File: config.mk
export PLATFORM = sky130hd
export DESIGN_NAME = sdram_cmd_guard
export DESIGN_NICKNAME = d
export VERILOG_FILES = /design/src/rtl/sdram_cmd_guard.sv
export SDC_FILE = /design/constraint.sdc
export NUM_CORES = 1
export LEC_CHECK = 0
export ABC_AREA = 1
export BUFFER_PORTS_ARGS = -buffer_cell sky130_fd_sc_hd__buf_2
export CORE_ASPECT_RATIO = 1.1
export CORE_UTILIZATION = 40
export DETAILED_ROUTE_END_ITERATION = 6
export PLACE_DENSITY = 0.66
export SLEW_MARGIN = 20
export SYNTH_ARGS = -nofsm -noshare
export SYNTH_HDL_FRONTEND = slang
export SYNTH_SLANG_ARGS = --single-unit
export TNS_END_PERCENT = 5
File: constraint.sdc
create_clock -name clk -period 3.8 [get_ports clk]
set_clock_uncertainty 0.2 [all_clocks]
set_input_delay 0.76 -clock clk [delete_from_list [all_inputs] [get_ports clk]]
set_output_delay 0.76 -clock clk [all_outputs]
set_load 0.02 [all_outputs]
File: src/rtl/sdram_cmd_guard.sv
module sdram_cmd_guard #(
  parameter int T_RCD       = 3,
  parameter int T_RP        = 3,
  parameter int T_RAS       = 7,
  parameter int T_RC        = 10,
  parameter int T_RRD       = 2,
  parameter int T_RDL       = 2,
  parameter int T_MRD       = 2,
  parameter int BURST_LEN   = 4,
  parameter int RAS_MAX_CYC = 18300
) (
  input  logic       clk,
  input  logic       rst_n,
  input  logic [2:0] req_cmd,
  input  logic [1:0] req_bank,
  input  logic       req_a10,
  output logic       accept,
  output logic       refused,
  output logic       cs_n,
  output logic       ras_n,
  output logic       cas_n,
  output logic       we_n,
  output logic [1:0] ba,
  output logic       a10,
  output logic [3:0] bank_open,
  output logic [3:0] close_due
);
  localparam int NB = 4;
  localparam int TW = $clog2(T_RC + T_RAS + BURST_LEN + T_RDL + T_RP + 2);
  localparam int AW = $clog2(RAS_MAX_CYC + 1);

  localparam logic [2:0] C_NOP = 3'd0, C_ACT = 3'd1, C_RD  = 3'd2, C_WR  = 3'd3,
                         C_PRE = 3'd4, C_REF = 3'd5, C_MRS = 3'd6, C_BST = 3'd7;

  localparam logic [TW-1:0] LD_RCD   = TW'(T_RCD - 1);
  localparam logic [TW-1:0] LD_RP    = TW'(T_RP - 1);
  localparam logic [TW-1:0] LD_RAS   = TW'(T_RAS - 1);
  localparam logic [TW-1:0] LD_RC    = TW'(T_RC - 1);
  localparam logic [TW-1:0] LD_RRD   = TW'(T_RRD - 1);
  localparam logic [TW-1:0] LD_MRD   = TW'(T_MRD - 1);
  localparam logic [TW-1:0] LD_BURST = TW'(BURST_LEN - 1);
  localparam logic [TW-1:0] LD_RDREC = TW'(BURST_LEN - 1);
  localparam logic [TW-1:0] LD_WRREC = TW'(BURST_LEN + T_RDL - 2);
  localparam logic [TW-1:0] LD_APRD  = TW'(BURST_LEN + T_RP - 1);
  localparam logic [TW-1:0] LD_APWR  = TW'(BURST_LEN + T_RDL + T_RP - 2);
  localparam logic [AW-1:0] AGE_MAX  = AW'(RAS_MAX_CYC);

  logic [TW-1:0] rcd_c [NB];
  logic [TW-1:0] ras_c [NB];
  logic [TW-1:0] rc_c  [NB];
  logic [TW-1:0] rp_c  [NB];
  logic [TW-1:0] dat_c [NB];
  logic [AW-1:0] age   [NB];
  logic [TW-1:0] rrd_c, ref_c, mrd_c, burst_c;
  logic          burst_ap;
  logic [1:0]    burst_bank;
  logic [NB-1:0] open_q;

  logic [NB-1:0] idle_b, pre_ok;
  logic          legal, is_col, ap_busy;
  logic [3:0]    pins;

  assign ap_busy = burst_ap && (burst_c != '0);
  assign is_col  = (req_cmd == C_RD) || (req_cmd == C_WR);

  always_comb begin
    for (int i = 0; i < NB; i++) begin
      idle_b[i]    = !open_q[i] && (rp_c[i] == '0);
      pre_ok[i]    = !open_q[i] || ((ras_c[i] == '0) && (dat_c[i] == '0));
      close_due[i] = open_q[i] && (age[i] >= AGE_MAX);
    end
  end

  always_comb begin
    legal = 1'b0;
    case (req_cmd)
      C_NOP: legal = 1'b1;
      C_ACT: legal = !open_q[req_bank] && (rp_c[req_bank] == '0) && (rc_c[req_bank] == '0)
                     && (rrd_c == '0) && (ref_c == '0);
      C_RD, C_WR: legal = open_q[req_bank] && (rcd_c[req_bank] == '0) && !ap_busy;
      C_PRE: legal = req_a10 ? (&pre_ok) : pre_ok[req_bank];
      C_REF, C_MRS: legal = (&idle_b) && (ref_c == '0);
      C_BST: legal = !ap_busy;
      default: legal = 1'b0;
    endcase
    if ((mrd_c != '0) && (req_cmd != C_NOP)) legal = 1'b0;
  end

  assign accept  = rst_n && legal && (req_cmd != C_NOP);
  assign refused = rst_n && !legal;

  always_comb begin
    pins = 4'b0111;
    if (accept) begin
      case (req_cmd)
        C_ACT:   pins = 4'b0011;
        C_RD:    pins = 4'b0101;
        C_WR:    pins = 4'b0100;
        C_PRE:   pins = 4'b0010;
        C_REF:   pins = 4'b0001;
        C_MRS:   pins = 4'b0000;
        C_BST:   pins = 4'b0110;
        default: pins = 4'b0111;
      endcase
    end
  end

  assign {cs_n, ras_n, cas_n, we_n} = pins;
  assign ba        = accept ? req_bank : 2'b00;
  assign a10       = accept ? req_a10 : 1'b0;
  assign bank_open = open_q;

  always_ff @(posedge clk or negedge rst_n) begin
    if (!rst_n) begin
      for (int i = 0; i < NB; i++) begin
        rcd_c[i] <= '0;
        ras_c[i] <= '0;
        rc_c[i]  <= '0;
        rp_c[i]  <= '0;
        dat_c[i] <= '0;
        age[i]   <= '0;
      end
      rrd_c      <= '0;
      ref_c      <= '0;
      mrd_c      <= '0;
      burst_c    <= '0;
      burst_ap   <= 1'b0;
      burst_bank <= 2'b00;
      open_q     <= '0;
    end else begin
      for (int i = 0; i < NB; i++) begin
        if (rcd_c[i] != '0) rcd_c[i] <= rcd_c[i] - 1'b1;
        if (ras_c[i] != '0) ras_c[i] <= ras_c[i] - 1'b1;
        if (rc_c[i]  != '0) rc_c[i]  <= rc_c[i]  - 1'b1;
        if (rp_c[i]  != '0) rp_c[i]  <= rp_c[i]  - 1'b1;
        if (dat_c[i] != '0) dat_c[i] <= dat_c[i] - 1'b1;
        if (open_q[i] && (age[i] < AGE_MAX)) age[i] <= age[i] + 1'b1;
      end
      if (rrd_c   != '0) rrd_c   <= rrd_c   - 1'b1;
      if (ref_c   != '0) ref_c   <= ref_c   - 1'b1;
      if (mrd_c   != '0) mrd_c   <= mrd_c   - 1'b1;
      if (burst_c != '0) burst_c <= burst_c - 1'b1;

      if (accept) begin
        case (req_cmd)
          C_ACT: begin
            open_q[req_bank] <= 1'b1;
            rcd_c[req_bank]  <= LD_RCD;
            ras_c[req_bank]  <= LD_RAS;
            rc_c[req_bank]   <= LD_RC;
            age[req_bank]    <= AW'(1);
            rrd_c            <= LD_RRD;
          end
          C_RD, C_WR: begin
            dat_c[req_bank] <= (req_cmd == C_WR) ? LD_WRREC : LD_RDREC;
            burst_c         <= LD_BURST;
            burst_ap        <= req_a10;
            burst_bank      <= req_bank;
            if (req_a10) begin
              open_q[req_bank] <= 1'b0;
              rp_c[req_bank]   <= (req_cmd == C_WR) ? LD_APWR : LD_APRD;
            end
          end
          C_PRE: begin
            for (int i = 0; i < NB; i++) begin
              if ((req_a10 || (req_bank == 2'(i))) && open_q[i]) begin
                open_q[i] <= 1'b0;
                rp_c[i]   <= LD_RP;
              end
            end
          end
          C_REF: ref_c <= LD_RC;
          C_MRS: mrd_c <= LD_MRD;
          C_BST: begin
            if (burst_c != '0) begin
              dat_c[burst_bank] <= '0;
              burst_c           <= '0;
            end
          end
          default: ;
        endcase
      end
    end
  end
endmodule

==> out/qor.csv <==
stage,metric,value,unit
critical_path,kind of critical path,register to output port,
critical_path,critical path required time,2840,ps
yosys,number of synthesized flops with an enable pin,0,
timing,Worst Max-Slew Pin Slew,854.4,ps
grt,Overflow after GRT,0,
cts,clock-pin slew on the worst setup and hold paths,80,ps
critical_path,Setup crit end kind,output port,
final_layout,Finished Layout Cells,1909,
grt,vias in the first global route,9028,
pwr,combinational power share,46.3,%
placed_design,# port buffers,23,
yosys,Most used DFF post-synth,dfrtp_1,
cts,CTS tree,yes,
pwr,switch share,42.87,%
floorplanning,Die H,177.6,µm
yosys,synth warn,0,
pwr,Psw,0.004199,W
route,Routed Antenna Nets,0,
yosys,"Avg Cell Area, Syn",7.504,µm²
yosys,Seq cells post-synth,187,
timing,max-slew violations,0,
yosys,synth unique cells,47,
yosys,"Cell Area, Synth",11220,µm²
floorplanning,Core ar.,27270,µm²
pwr,Clock power frac,18.2,%
route,Via density,4.947,
yosys,share of flip-flops with an asynchronous set or reset,100.0,%
floorplanning,Initial Utilization,41.13,%
cts,CTS Buf Count,17,
placed_design,placed cell count,1873,
final_layout,"commonest non-fill, non-tap cell in the layout",nand2_1,
route,drt pass-1 iters,6,
route,detailed-route via count,9443,
critical_path,critical path arrival,2650,ps
final_layout,most frequent cells in the layout,"321 x nand2_1, 255 x nor2_1, 190 x inv_1",
timing,fmax,277.3,MHz
critical_path,CP Max Fanout,8,
yosys,register area share after synthesis,41.71,%
yosys,top cell type by total area after synthesis,dfrtp_1,
timing,RSZ-0062 raised after global routing,false,
yosys,Gate Count Post-Synth,1495,
yosys,synthesized net count,1549,
floorplanning,Die Span X,161.7,µm
timing,Worst slew margin,43.04,%
placed_design,HPWL Detailed,18030,µm
final_layout,layout cells sized above 1,8.183,%
final_layout,Layout Nets,1593,
hold_path,min-delay worst type,input pin to async pin,
timing,Final period util,94.90,%
yosys,Synth area leaders,"dfrtp_1 42%, nand2_1 11%, nor2_1 8.6%",
timing,final hold viol count,0,
grt,initial antenna violation count,0,
grt,GRT Total Usage,18.33,%
grt,first-pass GRT wire length,42690,µm
final_layout,antenna cell count,0,
pwr,sequential power share,35.5,%
timing,Setup TNS,0,ps
yosys,Synth top area share,41.71,%
cts,worst-skew pair later-pin latency,440,ps
route,detailed-route wire length per cell,13.01,µm
critical_path,Critical Path Source Type,register,
pwr,VDD IR max,0.3224,mV
cts,CTS H-tree depth,4,
pwr,Pint,0.005595,W
grt,largest net degree at the start of global routing,145,
floorplanning,Die Area,28720,µm²
cts,TritonCTS Sinks,187,
route,Starting DRT DRC Count,690,
cts,CTS Buffer Depth,2,
pwr,pwr/cell area,784.4,nW/µm²
floorplanning,Site Rows,63,
floorplanning,number of I/O pins,25,
route,DRC,0,
timing,count of final setup violators,0,
placed_design,Final GP Congestion,0.9521,
flow_run,Max-cap violations,0,
timing,"Min Clock Period, post-route",3606,ps
run_status,outcome,"complete, no violations",
final_layout,Layout area overhead,11.30,%
route,overall routed net length,24850,µm
pwr,LEAKAGE,6.253,nW
cts,Root Buffer,clkbuf_16,
cell usage after synthesis (3+ instances only):
library cell and number:
o31ai_1 3, nand3_1 78, buf_6 3, inv_1 190, o21ai_0 103, nand4_1 11, a31oi_1 5, buf_4 9
nor4_1 3, xnor2_1 18, nor2_2 7, clkbuf_1 7, and2_1 3, o22ai_1 4, buf_2 3, o211ai_1 3
a21oi_1 54, o21a_1 3, nor3_1 32, a221oi_1 4, nor2_1 256, nand2_1 324, xor2_1 67, mux2i_1 3
nor3b_1 4, nor2_4 7, nand3b_1 17, dfrtp_1 187, o21ai_1 4, inv_2 6, ha_1 46, or2_2 11
what timing repair did:
| item | 4_1_cts | 5_1_grt |
|---|---|---|
| buffers inserted | 0 | 4 |
| resized for setup | 3 | 14 |
| setup endpoints to repair | 2 | 6 |
| pin swaps | 0 | 2 |
| hold buffers | 0 | 0 |
state kept, by name (all words and copies together), names as in the netlist:
name        count
ref_c           5
rc_c           20
rrd_c           5
bank_open       4
burst_c         5
ras_c          20
dat_c          20
burst_ap        1
mrd_c           5
rcd_c          20
age            60
burst_bank      2
rp_c           20
per-layer routing:
metal | GRT usage (%) | share of wire (%) | up-vias
met5 | 0 | 0 | -
met4 | 5.228 | 1.9 | 0
met3 | 2.851 | 4.4 | 33
met2 | 30.93 | 47 | 179
met1 | 24.27 | 47 | 4396
li1 | - | - | 4835
cells by family after synthesis:
| group | Yosys count | synth area share, % |
|---|---|---|
| compound gates | 196 | 9.547 |
| xor+xnor | 85 | 6.636 |
| fa+ha+maj | 46 | 5.130 |
| buf+inv | 218 | 7.829 |
| flops | 187 | 41.71 |
| mux | 4 | 0.3681 |
| other cells | 1 | 0.03343 |
| simple gates | 758 | 28.74 |
final timing paths:
check | from | slack [ps] | depth (start not counted) | end
max | dat_c[10] | 190 | 12 | cas_n
min | rst_n | 290 | 2 | dat_c[11]
max reg2reg | dat_c[10] | 620 | 14 | age[44]
min reg2reg | rc_c[4] | 300 | 2 | rc_c[4]
max in group asynchronous | rst_n | 1890 | 3 | age[44]
min in group clk | rc_c[4] | 300 | 2 | rc_c[4]
worst max-delay path, stage by stage (launching register included):
cell      delay (ps)
dfrtp_1          370
inv_1            150
ha_1             210
nand3b_1         250
o21ai_1          200
nand3_1          100
nor2_1           120
a21oi_2           60
nand2_1           80
nand2_1           90
nor2_4           210
nand2_1          170
buf_2            200
power by group through the flow:
stage	Sequential (W)	Clock (W)	Combinational (W)
final	0.00348	0.00178	0.00454
after global routing	0.00360	0.00190	0.00532
after CTS	0.00347	0.00182	0.00452
after detailed placement	0.00350	0	0.00449
after global placement	0.00348	0	0.00436
after floorplan	0.00336	0	0.00365
final cells by class:
type | instances | area (µm²)
tap | 357 | 446.7
sequential | 187 | 4679
timing repair buffer | 47 | 316.6
clock inverter | 14 | 156.4
inverter | 196 | 735.7
multi-input combinational | 1090 | 5722
clock buffer | 18 | 429.2
fill | 2731 | 14790
metrics by stage:
step | utilization, % | power, W | worst slack (ps) | hold slack, ps | instance area (µm²)
after detailed placement | 43.30 | 0.007987 | 232.6 | 291.3 | 11810
after global placement | 43.30 | 0.007841 | 284.9 | 288.1 | 11810
after global routing | 45.78 | 0.01082 | 6.422 | 313.1 | 12490
after floorplan | - | 0.007010 | 477.5 | 264.4 | 11220
final | 45.78 | 0.009793 | 193.8 | 290.6 | 12490
after CTS | 45.48 | 0.009814 | 3.669 | 298.2 | 12400
(Power assumes the default switching activity.)
